File: config.mk
export PLATFORM = sky130hd
export DESIGN_NAME = seg_xlate
export DESIGN_NICKNAME = d
export VERILOG_FILES = /design/src/rtl/seg_pkg.sv /design/src/rtl/seg_table.sv /design/src/rtl/seg_check.sv /design/src/rtl/seg_xlate.sv
export SDC_FILE = /design/constraint.sdc
export NUM_CORES = 1
export LEC_CHECK = 0
export BUFFER_PORTS_ARGS = -buffer_cell sky130_fd_sc_hd__buf_2
export CORE_MARGIN = 2
export CORE_UTILIZATION = 55
export CTS_CLUSTER_SIZE = 28
export DETAILED_ROUTE_END_ITERATION = 12
export PLACE_DENSITY = 0.72
export SYNTH_ARGS = -nofsm -noshare
export SYNTH_HDL_FRONTEND = slang
export SYNTH_SLANG_ARGS = --single-unit
File: constraint.sdc
create_clock -name clk -period 7.06 [get_ports clk]
set_clock_uncertainty 0.05 [all_clocks]
set_input_delay 1.412 -clock clk [delete_from_list [all_inputs] [get_ports clk]]
set_output_delay 1.412 -clock clk [all_outputs]
set_load 0.005 [all_outputs]
File: src/rtl/seg_pkg.sv
package seg_pkg;
  typedef enum logic [1:0] {
    FC_OK  = 2'd0,
    FC_SEG = 2'd1,
    FC_LIM = 2'd2,
    FC_OVF = 2'd3
  } fault_e;
endpackage

File: src/rtl/seg_table.sv
// Segment entry storage: synchronous write, asynchronous read (distributed RAM).
module seg_table #(
  parameter int SEG_W  = 4,
  parameter int OFF_W  = 12,
  parameter int PHYS_W = 16
) (
  input  logic              clk,
  input  logic              wr_en,
  input  logic [SEG_W:0]    wr_idx,
  input  logic [PHYS_W-1:0] wr_base,
  input  logic [OFF_W-1:0]  wr_lim,
  input  logic [SEG_W-1:0]  rd_idx,
  output logic [PHYS_W-1:0] rd_base,
  output logic [OFF_W-1:0]  rd_lim
);
  localparam int DEPTH = 1 << SEG_W;

  logic [PHYS_W-1:0] base_mem [DEPTH];
  logic [OFF_W-1:0]  lim_mem  [DEPTH];
  logic              idx_ok;

  // an index with the extra high bit set is outside the table and is dropped
  assign idx_ok = (wr_idx[SEG_W] == 1'b0);

  always_ff @(posedge clk) begin
    if (wr_en && idx_ok) begin
      base_mem[wr_idx[SEG_W-1:0]] <= wr_base;
      lim_mem[wr_idx[SEG_W-1:0]]  <= wr_lim;
    end
  end

  assign rd_base = base_mem[rd_idx];
  assign rd_lim  = lim_mem[rd_idx];
endmodule

File: src/rtl/seg_check.sv
// Combinational legality checks and base+offset adder.
module seg_check
  import seg_pkg::*;
#(
  parameter int SEG_W  = 4,
  parameter int OFF_W  = 12,
  parameter int PHYS_W = 16
) (
  input  logic [SEG_W-1:0]  seg,
  input  logic [OFF_W-1:0]  off,
  input  logic [SEG_W:0]    seg_cnt,
  input  logic [PHYS_W-1:0] base,
  input  logic [OFF_W-1:0]  lim,
  output fault_e            code,
  output logic [PHYS_W-1:0] sum
);
  localparam int PAD_W = PHYS_W + 1 - OFF_W;

  logic [PHYS_W:0] wide_sum;
  logic            seg_bad, lim_bad, ovf_bad;

  assign wide_sum = {1'b0, base} + {{PAD_W{1'b0}}, off};
  assign sum      = wide_sum[PHYS_W-1:0];

  assign seg_bad = ({1'b0, seg} >= seg_cnt);
  assign lim_bad = (off >= lim);
  assign ovf_bad = wide_sum[PHYS_W];

  // segment check first, limit check second, overflow last
  always_comb begin
    if (seg_bad)      code = FC_SEG;
    else if (lim_bad) code = FC_LIM;
    else if (ovf_bad) code = FC_OVF;
    else              code = FC_OK;
  end
endmodule

File: src/rtl/seg_xlate.sv
module seg_xlate
  import seg_pkg::*;
#(
  parameter int ADDR_W = 16,
  parameter int SEG_W  = 4,
  parameter int PHYS_W = 16
) (
  input  logic              clk,
  input  logic              rst,
  input  logic              req_valid_i,
  input  logic [ADDR_W-1:0] req_addr_i,
  input  logic              tbl_we_i,
  input  logic [SEG_W:0]    tbl_idx_i,
  input  logic [PHYS_W-1:0] tbl_base_i,
  input  logic [ADDR_W-SEG_W-1:0] tbl_limit_i,
  input  logic              seg_cnt_we_i,
  input  logic [SEG_W:0]    seg_cnt_i,
  output logic              done_o,
  output logic [PHYS_W-1:0] phys_o,
  output logic              fault_o,
  output logic [1:0]        fault_code_o
);
  localparam int OFF_W = ADDR_W - SEG_W;

  logic [SEG_W-1:0]  req_seg;
  logic [OFF_W-1:0]  req_off;
  logic [SEG_W:0]    cnt_q;
  logic [PHYS_W-1:0] ent_base;
  logic [OFF_W-1:0]  ent_lim;
  logic [PHYS_W-1:0] sum;
  fault_e            code;

  // segment in the upper bits, offset below
  assign req_seg = req_addr_i[ADDR_W-1:OFF_W];
  assign req_off = req_addr_i[OFF_W-1:0];

  seg_table #(.SEG_W(SEG_W), .OFF_W(OFF_W), .PHYS_W(PHYS_W)) u_table (
    .clk     (clk),
    .wr_en   (tbl_we_i),
    .wr_idx  (tbl_idx_i),
    .wr_base (tbl_base_i),
    .wr_lim  (tbl_limit_i),
    .rd_idx  (req_seg),
    .rd_base (ent_base),
    .rd_lim  (ent_lim)
  );

  seg_check #(.SEG_W(SEG_W), .OFF_W(OFF_W), .PHYS_W(PHYS_W)) u_check (
    .seg     (req_seg),
    .off     (req_off),
    .seg_cnt (cnt_q),
    .base    (ent_base),
    .lim     (ent_lim),
    .code    (code),
    .sum     (sum)
  );

  // segment count register
  always_ff @(posedge clk) begin
    if (rst)               cnt_q <= '0;
    else if (seg_cnt_we_i) cnt_q <= seg_cnt_i;
  end

  // one-cycle registered result
  always_ff @(posedge clk) begin
    if (rst) begin
      done_o       <= 1'b0;
      phys_o       <= '0;
      fault_o      <= 1'b0;
      fault_code_o <= 2'd0;
    end else begin
      done_o <= req_valid_i;
      if (req_valid_i) begin
        fault_code_o <= code;
        fault_o      <= (code != FC_OK);
        phys_o       <= (code == FC_OK) ? sum : '0;
      end else begin
        fault_code_o <= 2'd0;
        fault_o      <= 1'b0;
        phys_o       <= '0;
      end
    end
  end
endmodule

======== Word-level counts from Yosys, hierarchy flattened ========
Memory sizes are Yosys's and may differ from the RTL's.
Index checks and enable logic that the tools add are counted.
word-level totals
  register bits ........................... 25
  memories ................................ 2
  logic and storage cells ................. 23
  output and inout bits ................... 20
  bits in writable memories ............... 448
  input port bits ......................... 59
memory list
  memory            depth  width  rd ports  clocked after Yosys merged registers in  wr ports  line             text
  u_table.base_mem  16     16     1         0                                        1         seg_table.sv:18  logic [PHYS_W-1:0] base_mem [DEPTH];
  u_table.lim_mem   16     12     1         0                                        1         seg_table.sv:19  logic [OFF_W-1:0] lim_mem [DEPTH];
cells by class
  reductions and logical operators ........ 5
  order comparisons ....................... 2
  $add $sub $neg .......................... 1
  multiplexer cells ....................... 5
  bitwise operators ....................... 3
operators with widths
  cell                                            count
  16-bit by 12-bit adder with 17-bit output       1
  12-bit >= comparator                            1
  2-bit two-way mux                               3
  4-bit by 5-bit >= comparator with 1-bit output  1
  1-bit inverter                                  3
  3-bit OR reduction                              1
  2-bit logical NOT                               1
  1-bit two-way mux                               2
  2-bit nonzero test                              1
  2-bit OR reduction                              1
  1-bit logical AND                               1

======== Logic depth before layout (Yosys ltp) ========
Gate-level depths: netlist (run 1).
An unclocked memory read counts as a cell.
  word-level depth ........................ 8
  gate-level depth with buffers ........... 17
  depth with buffers taken out ............ 11

======== Cells and area by module ========
Synthesis (run 1) repeated with hierarchy kept, for this count alone.
second synthesis, totals
  cells, all modules ...................... 909
  area, all modules ....................... 18801.8 um2
modules (own cells, without submodules)
  module     instances  seq. area each (um2)  area each (um2)  cells each
  seg_table  1          13452.9               16983.8          708
  seg_check  1          0.0                   1064.8           143
  seg_xlate  1          500.5                 753.2            58

======== Least setup slack after synthesis (run 1) ========
OpenSTA, ideal clock, no wires.
  path kind ............................... in2reg
  start ................................... input port req_addr_i[12]
  end ..................................... register phys_o[12]
  library setup time ...................... 64 ps
  path slack .............................. 1714 ps
  required time ........................... 6946 ps
  buffers on the path ..................... 6
  data arrival time ....................... 5232 ps
  stages on the path ...................... 17
  path through ............................ buf_6 > buf_6 > buf_6 > buf_2 > buf_2 > mux4_2 > mux4_2 > ha_1 > fa_1 > a211oi_1 > o21ai_1 > a21oi_1 > o21ai_1 > nand3_2 > nand3b_4 > buf_6 > nor2_1
between the ends
  word-level cells in the longest chain between the ends .. 8
  elaborated cells between the ends (all ways) .. 11
  those cells by class .................... add/sub (1); order compare (2); mux (3); bitwise (1); reduce/logical (2); memory (2)
ends and longest elaborated chain
  what                                       line             text
  start, declared                            seg_xlate.sv:11  input logic [ADDR_W-1:0] req_addr_i,
  memory read 16 x 16 bit                    --
  16-bit by 12-bit adder with 17-bit output  seg_check.sv:22  assign wide_sum = {1'b0, base} + {{PAD_W{1'b0}}, off};
  2-bit two-way mux                          seg_check.sv:33  else if (ovf_bad) code = FC_OVF;
  2-bit two-way mux                          seg_check.sv:32  else if (lim_bad) code = FC_LIM;
  2-bit two-way mux                          seg_check.sv:31  if (seg_bad) code = FC_SEG;
  2-bit logical NOT                          seg_xlate.sv:76  phys_o <= (code == FC_OK) ? sum : '0;
  1-bit inverter (no source line)            --
  3-bit OR reduction (no source line)        --
  end signal, assigned                       seg_xlate.sv:76
  end, declared                              seg_xlate.sv:19  output logic [PHYS_W-1:0] phys_o,
Several ways; a longest one is shown, not always the timed one.
A chain may end at the register's enable or synchronous reset.

======== Worst setup path after layout (run 1) ========
  start ................................... input port req_addr_i[12]
  end ..................................... register phys_o[3]
Same word-level chain as after synthesis.

==> flow_summary.json, run 1 <==
{
  "coreArea_mm2": 0.0334,
  "dieArea_mm2": 0.0352,
  "hold_violations": 0,
  "crit_path_start_kind": "input pin",
  "crit_chain": "buf_6 > buf_4 > mux4_2 > mux4_2 > inv_1 > ha_1 > and3_1 > a221oi_1 > o21ai_0 > a211oi_1 > nand3b_4 > nor3_1",
  "placed_cell_area_mm2": 0.0197,
  "syn_to_final_growth_pct": 14.1,
  "cts_tree": "done",
  "ir_worst_vdd_uv": 207,
  "via_count": 8777,
  "final_area_mm2": 0.0212,
  "cap_violations": 0,
  "ctsRootBufferMaster": "clkbuf_16",
  "first_global_vias": 9026,
  "clkLatencyLatePin_ns": 0.54,
  "worstHoldPathType": "flop to flop",
  "cp_data_required_time_ns": 7.47,
  "wl_um": 39100,
  "crit_fanout": 42,
  "syn_inst": 839,
  "max-slew-margin-rel_pct": 35.9,
  "routabilityCongestion": 0.803,
  "finalSetupViolCount": 0,
  "dr.pass1.iters": 5,
  "ant_nets": 0,
  "antenna_found_initial": 1,
  "slowest_delay_ns": 0.69,
  "synthArstFlopShare_pct": 0,
  "clkSinkCount": 473,
  "min_period_over_period_pct": 72.1,
  "yosys-top-cells-area": "edfxtp_1, mux4_2, dfxtp_1, ha_1, nor2_1",
  "yosysMostFrequentCell": "edfxtp_1",
  "fmax_mhz": 196,
  "rsz0062_at_grt": "no",
  "grt_max_degree": 58,
  "ctsLongestPathBuffers": 3,
  "ys_types": 40,
  "drcViolationCount": 0,
  "dp_hpwl_um": 21300,
  "finalCriticalPeriod_ns": 5.09,
  "fin_nets": 1047,
  "overflow": 0,
  "totalPowerFinal_mw": 5.91,
  "clk_pin_slew_ns": 0.06,
  "crit_path_end_kind": "flop",
  "die_h_um": 188,
  "die_x_um": 188,
  "ys_seq_elements": 473,
  "cp_slowest_cell": "a211oi_1",
  "io_pins": 79,
  "drt_iter0_markers": 1005,
  "cts_resized": 0,
  "worst-setup-path-type": "input pin to flop",
  "leakage_nw": 7.02,
  "powerDensity_mw_per_mm2": 279,
  "avgSynthCellArea_um2": 22.1,
  "drive_gt1_share_pct": 33.0,
  "yosysTopAreaCell": "edfxtp_1",
  "rows": 67,
  "syn-cell-area_mm2": 0.0186,
  "initial_core_util_pct": 55.6,
  "synth_edf_count": 448,
  "ys_top_cells_by_count": "edfxtp_1, mux4_2, nor2_1, ha_1, dfxtp_1",
  "cpMostUsedCell": "mux4_2",
  "synthFlopType": "edfxtp_1",
  "grt_pass1_wl_um": 58200,
  "via_per_inst": 6.08,
  "setup_tns_ns": 0,
  "cp.arrival_ns": 5.51,
  "yosysSeqAreaShare_pct": 75.2,
  "synth_warnings": 0,
  "syn-num-nets": 927,
  "port_buffers": 78,
  "numCtsBuffers": 47,
  "wl_per_cell_um": 27.1,
  "synth_top_area_share_pct": 72.5,
  "num-fill-cells": 2276,
  "final_core_util_pct": 63.4,
  "status": "finished, final reports clean",
  "worst_pin_slew_ns": 0.962,
  "post_cts_buffers": 0,
  "slew_violations": 0,
  "cts_hold_buf": 0,
  "htree_levels": 2,
  "hold_ws_ns": 0.449,
  "grt_util_all_layers_pct": 22.9
}
worst max-delay path: cells and delay by family:
kind | cells | cell delay [ns]
mux | 2 | 1.01
fa+ha+maj | 1 | 0.23
buf+inv | 3 | 0.93
compound gates | 3 | 1.15
simple gates | 3 | 0.71
routing by layer:
| layer | track usage, % | vias up | share of wire (%) |
|---|---|---|---|
| met3 | 3.76 | 54 | 7.3 |
| met2 | 36.1 | 372 | 48 |
| met1 | 34.3 | 4602 | 43 |
| li1 | - | 3749 | - |
| met5 | 0 | - | 0 |
| met4 | 5.24 | 0 | 1.7 |
area by class of cell:
type	count	area [um2]	share of cell area, %
antenna	1	2.50	0.0118
tap	448	561	2.65
timing repair buffer	104	607	2.87
clock inverter	21	195	0.922
multi-input combinational	311	4460	21.1
sequential	473	14000	65.9
clock buffer	64	1310	6.17
inverter	22	82.6	0.390
cells in the final DEF (no fill, tap or decap), types with 7 or more instances in the layout:
master	netlist	final
edfxtp_1	448	448
mux4_2	139	139
buf_2	10	76
clkbuf_16	0	49
nor2_1	41	29
ha_1	28	28
buf_4	0	26
dfxtp_1	25	25
inv_1	22	22
nor2_4	0	12
a21oi_1	10	10
clkbuf_1	8	10
clkinv_1	0	10
nand2_1	8	8
mux2i_1	8	8
xor2_1	8	8
nand2b_1	7	7
a21o_1	7	7
registers in the layout, summed over array words and instances, names as in the netlist:
signal,count
cnt_q,5
u_table.base_mem,256
u_table.lim_mem,192
fault_o,1
phys_o,16
done_o,1
fault_code_o,2
report_power, final:
group / total [mW] / switching, mW / internal [mW]
registers: 3.12 / 0.0106 / 3.11
logic: 0.381 / 0.212 / 0.169
clock network: 2.41 / 0.978 / 1.44
worst paths after layout:
check | startpoint | end | slack [ns] | cells after the start
hold reg to reg | cnt_q[0] | cnt_q[0] | 0.45 | 2
setup / recovery | req_addr_i[12] | phys_o[3] | 1.97 | 12
setup reg to reg | u_table.lim_mem[11][0] | phys_o[3] | 3.32 | 10
hold / removal | cnt_q[0] | cnt_q[0] | 0.45 | 2
cell families (layout without fill, tap and decap cells):
kind of cell	after synthesis	count (layout)	synth area share (%)
other	0	1	0
DFF	473	473	75.2
adders and majority gates	29	29	2.00
AOI/OAI and AO/OA	42	42	1.46
and+or+nand+nor	81	81	2.12
muxes	147	147	17.3
xor gates and xnor gates	12	12	0.566
buffers and inverters	55	211	1.34
stage by stage:
| stage | setup slack [ns] | std cells |
|---|---|---|
| floorplan | 1.71 | 839 |
| global placement | 1.56 | 1358 |
| detailed placement | 1.46 | 1358 |
| CTS | 2.00 | 1443 |
| global route | 1.73 | 1443 |
| finish | 1.97 | 1444 |
Power figures use the tool's default switching activity.
==> run 2: changes to the inputs <==
ABC_AREA = 1   (was default)
clock period = 5.2 ns   (was 7.06 ns; I/O delays follow)
==> run 2 against run 1 <==
Effect of this change:
- first-iteration DRC count rose by 56%
- register-to-register slack got worse by 1.2 ns
- clock-buffer cell count fell by 7
- clock power rose by 38%
- critical path type unchanged
- largest cell class unchanged
- largest power group unchanged
==> flow_summary.json, run 2 <==
{
  "rrSetupSlack_ns": 2.15,
  "synthFlopType": "edfxtp_1",
  "ys_top_cells_by_count": "edfxtp_1, nor2_1, o21ai_0, nand2_1, inv_1",
  "ctsRootBufferMaster": "clkbuf_16",
  "finalSetupViolCount": 0,
  "cp_data_required_time_ns": 5.61,
  "fin_nets": 1690,
  "num-fill-cells": 2542,
  "via_count": 12800,
  "yosysMostFrequentCell": "edfxtp_1",
  "cts_resized": 0,
  "worst-setup-path-type": "input pin to flop",
  "fmax_mhz": 255,
  "yosysSeqAreaShare_pct": 72.2,
  "r2r-start": "u_table.base_mem[9][0]",
  "dr.pass1.iters": 5,
  "min_period_over_period_pct": 75.4,
  "overflow": 0,
  "clkLatencyLatePin_ns": 0.56,
  "drt_iter0_markers": 1563,
  "cts_tree": "done",
  "synth_xor_area_share_pct": 0.181,
  "largest_reg_flops": 256,
  "crit_path_start_kind": "input pin",
  "ctsLongestPathBuffers": 3,
  "synth_top_area_share_pct": 69.6,
  "grt_util_all_layers_pct": 26.5,
  "dp_hpwl_um": 26900,
  "synth_warnings": 0,
  "grt_max_degree": 90,
  "coreArea_mm2": 0.0345,
  "hold_violations": 0,
  "slew_violations": 0,
  "finalCriticalPeriod_ns": 3.92,
  "yosys-top-cells-area": "edfxtp_1, o21ai_0, nor2_1, o221ai_1, nand2_1",
  "worst_r2r_path_depth": 13,
  "cts_hold_buf": 0,
  "cap_violations": 0,
  "yosys.area_share.simple_pct": 10.5,
  "wl_um": 47900,
  "synth_top_family_by_area": "compound AO/OA/AOI/OAI gates",
  "crit_start": "req_addr_i[13]",
  "clk_pin_slew_ns": 0.06,
  "yosysTopAreaCell": "edfxtp_1",
  "ir_worst_vdd_uv": 246,
  "synthMuxAreaShare_pct": 0,
  "rows": 68,
  "numCtsBuffers": 46,
  "ant_nets": 0,
  "crit_fanout": 40,
  "endpoint": "phys_o[8]",
  "syn_to_final_growth_pct": 12.9,
  "ys_types": 42,
  "synthAdderAreaFrac_pct": 1.92,
  "wl_per_cell_um": 22.9,
  "max-slew-margin-rel_pct": 29.8,
  "syn_inst": 1532,
  "cp.arrival_ns": 4.32,
  "initial_core_util_pct": 56.0,
  "synthArstFlopShare_pct": 0,
  "totalPowerFinal_mw": 8.18,
  "dieArea_mm2": 0.0367,
  "crit_path_end_kind": "flop",
  "r2r-end": "phys_o[8]",
  "post_cts_buffers": 0,
  "synth_edf_count": 448,
  "worstHoldPathType": "flop to flop",
  "leakage_nw": 7.63,
  "final_cell_mix": "edfxtp_1, nor2_1, o21ai_0",
  "routabilityCongestion": 0.929,
  "avgSynthCellArea_um2": 12.6,
  "drive_gt1_share_pct": 13.4,
  "syn-num-nets": 1620,
  "ys_seq_elements": 473,
  "via_per_inst": 6.11,
  "antenna_found_initial": 1,
  "syn-cell-area_mm2": 0.0193,
  "setup_tns_ns": 0,
  "io_pins": 79,
  "clkSinkCount": 473,
  "final_common_cell": "edfxtp_1",
  "powerDensity_mw_per_mm2": 374,
  "drcViolationCount": 0,
  "htree_levels": 2,
  "multiInputGateArea_mm2": 0.00478,
  "die_h_um": 191,
  "status": "finished, final reports clean",
  "grt_pass1_wl_um": 71700,
  "rsz0062_at_grt": "no",
  "n_antenna_cell": 0,
  "first_global_vias": 12200,
  "port_buffers": 78,
  "worst_pin_slew_ns": 1.05,
  "die_x_um": 191,
  "regArea_mm2": 0.0140,
  "synth_compound_area_share_pct": 11.5
}
## run 2: cell count changes after synthesis, sizes merged, moves of 57 or more
cell	before	now
nand2	8	157
o21ai	9	205
clkbuf	8	65
inv	22	80
nand3	4	77
nor2	41	243
mux4	139	0
o221ai	2	71
## run 2: power by group
part | internal, mW | switching, mW | total (mW)
Clock | 1.98 | 1.36 | 3.33
Combinational | 0.184 | 0.424 | 0.609
Sequential | 4.22 | 0.0133 | 4.23
## run 2: cell families (layout without fill, tap and decap cells)
| family | Yosys count | after routing |
|---|---|---|
| AO/OA/AOI/OAI | 363 | 363 |
| XOR/XNOR | 4 | 4 |
| buffers and inverters | 172 | 277 |
| flip-flops | 473 | 473 |
| adder cells (fa/ha/maj) | 29 | 29 |
| AND/OR/NAND/NOR | 491 | 491 |
## run 2: metrics by stage
stage	instances	setup WS (ns)	area [um2]	hold WS [ns]	utilization [%]
finish	2092	1.28	21800	0.427	63.2
global route	2092	1.03	21800	0.460	63.2
CTS	2092	1.40	21800	0.430	63.2
detailed placement	2009	0.841	20300	0.421	58.8
global placement	2009	0.949	20300	0.413	58.8
floorplan	1532	1.41	19300	0.389	-
## run 2: critical path: stages
cell	delay (ns)
buf_4	0.22
inv_2	0.24
buf_4	0.45
o21ai_0	0.20
o22ai_1	0.21
o211ai_1	0.15
nand2_1	0.24
ha_1	0.32
nand2_1	0.09
nor2_1	0.04
a21oi_1	0.27
o21ai_1	0.22
nand2_4	0.14
nand3_4	0.21
a21oi_1	0.22
## run 2: layout make-up
| cell class | count | area share (%) |
|---|---|---|
| Multi-Input combinational cell | 887 | 21.9 |
| Clock inverter | 26 | 1.30 |
| Sequential cell | 473 | 63.9 |
| Inverter | 81 | 1.42 |
| Timing Repair Buffer | 113 | 3.26 |
| Clock buffer | 57 | 5.65 |
| Tap cell | 455 | 2.61 |
## run 2: per-layer routing
layer  up-vias  part of all wire [%]  global-route usage [%]
met3        84                    10                    5.10
met4         2                   2.4                    7.99
li1       5774                     -                       -
met1      6204                    42                    38.8
met5         -                 0.027                       0
met2       726                    45                    40.5
## run 2: worst min path at each step
stage	startpoint	to	slack [ns]	depth (start not counted)
finish	cnt_q[2]	cnt_q[2]	0.43	2
detailed placement	cnt_q[2]	cnt_q[2]	0.42	2
floorplan	cnt_q[0]	cnt_q[0]	0.39	2
global placement	cnt_q[0]	cnt_q[0]	0.41	2
global route	cnt_q[1]	cnt_q[1]	0.46	2
CTS	cnt_q[2]	cnt_q[2]	0.43	2
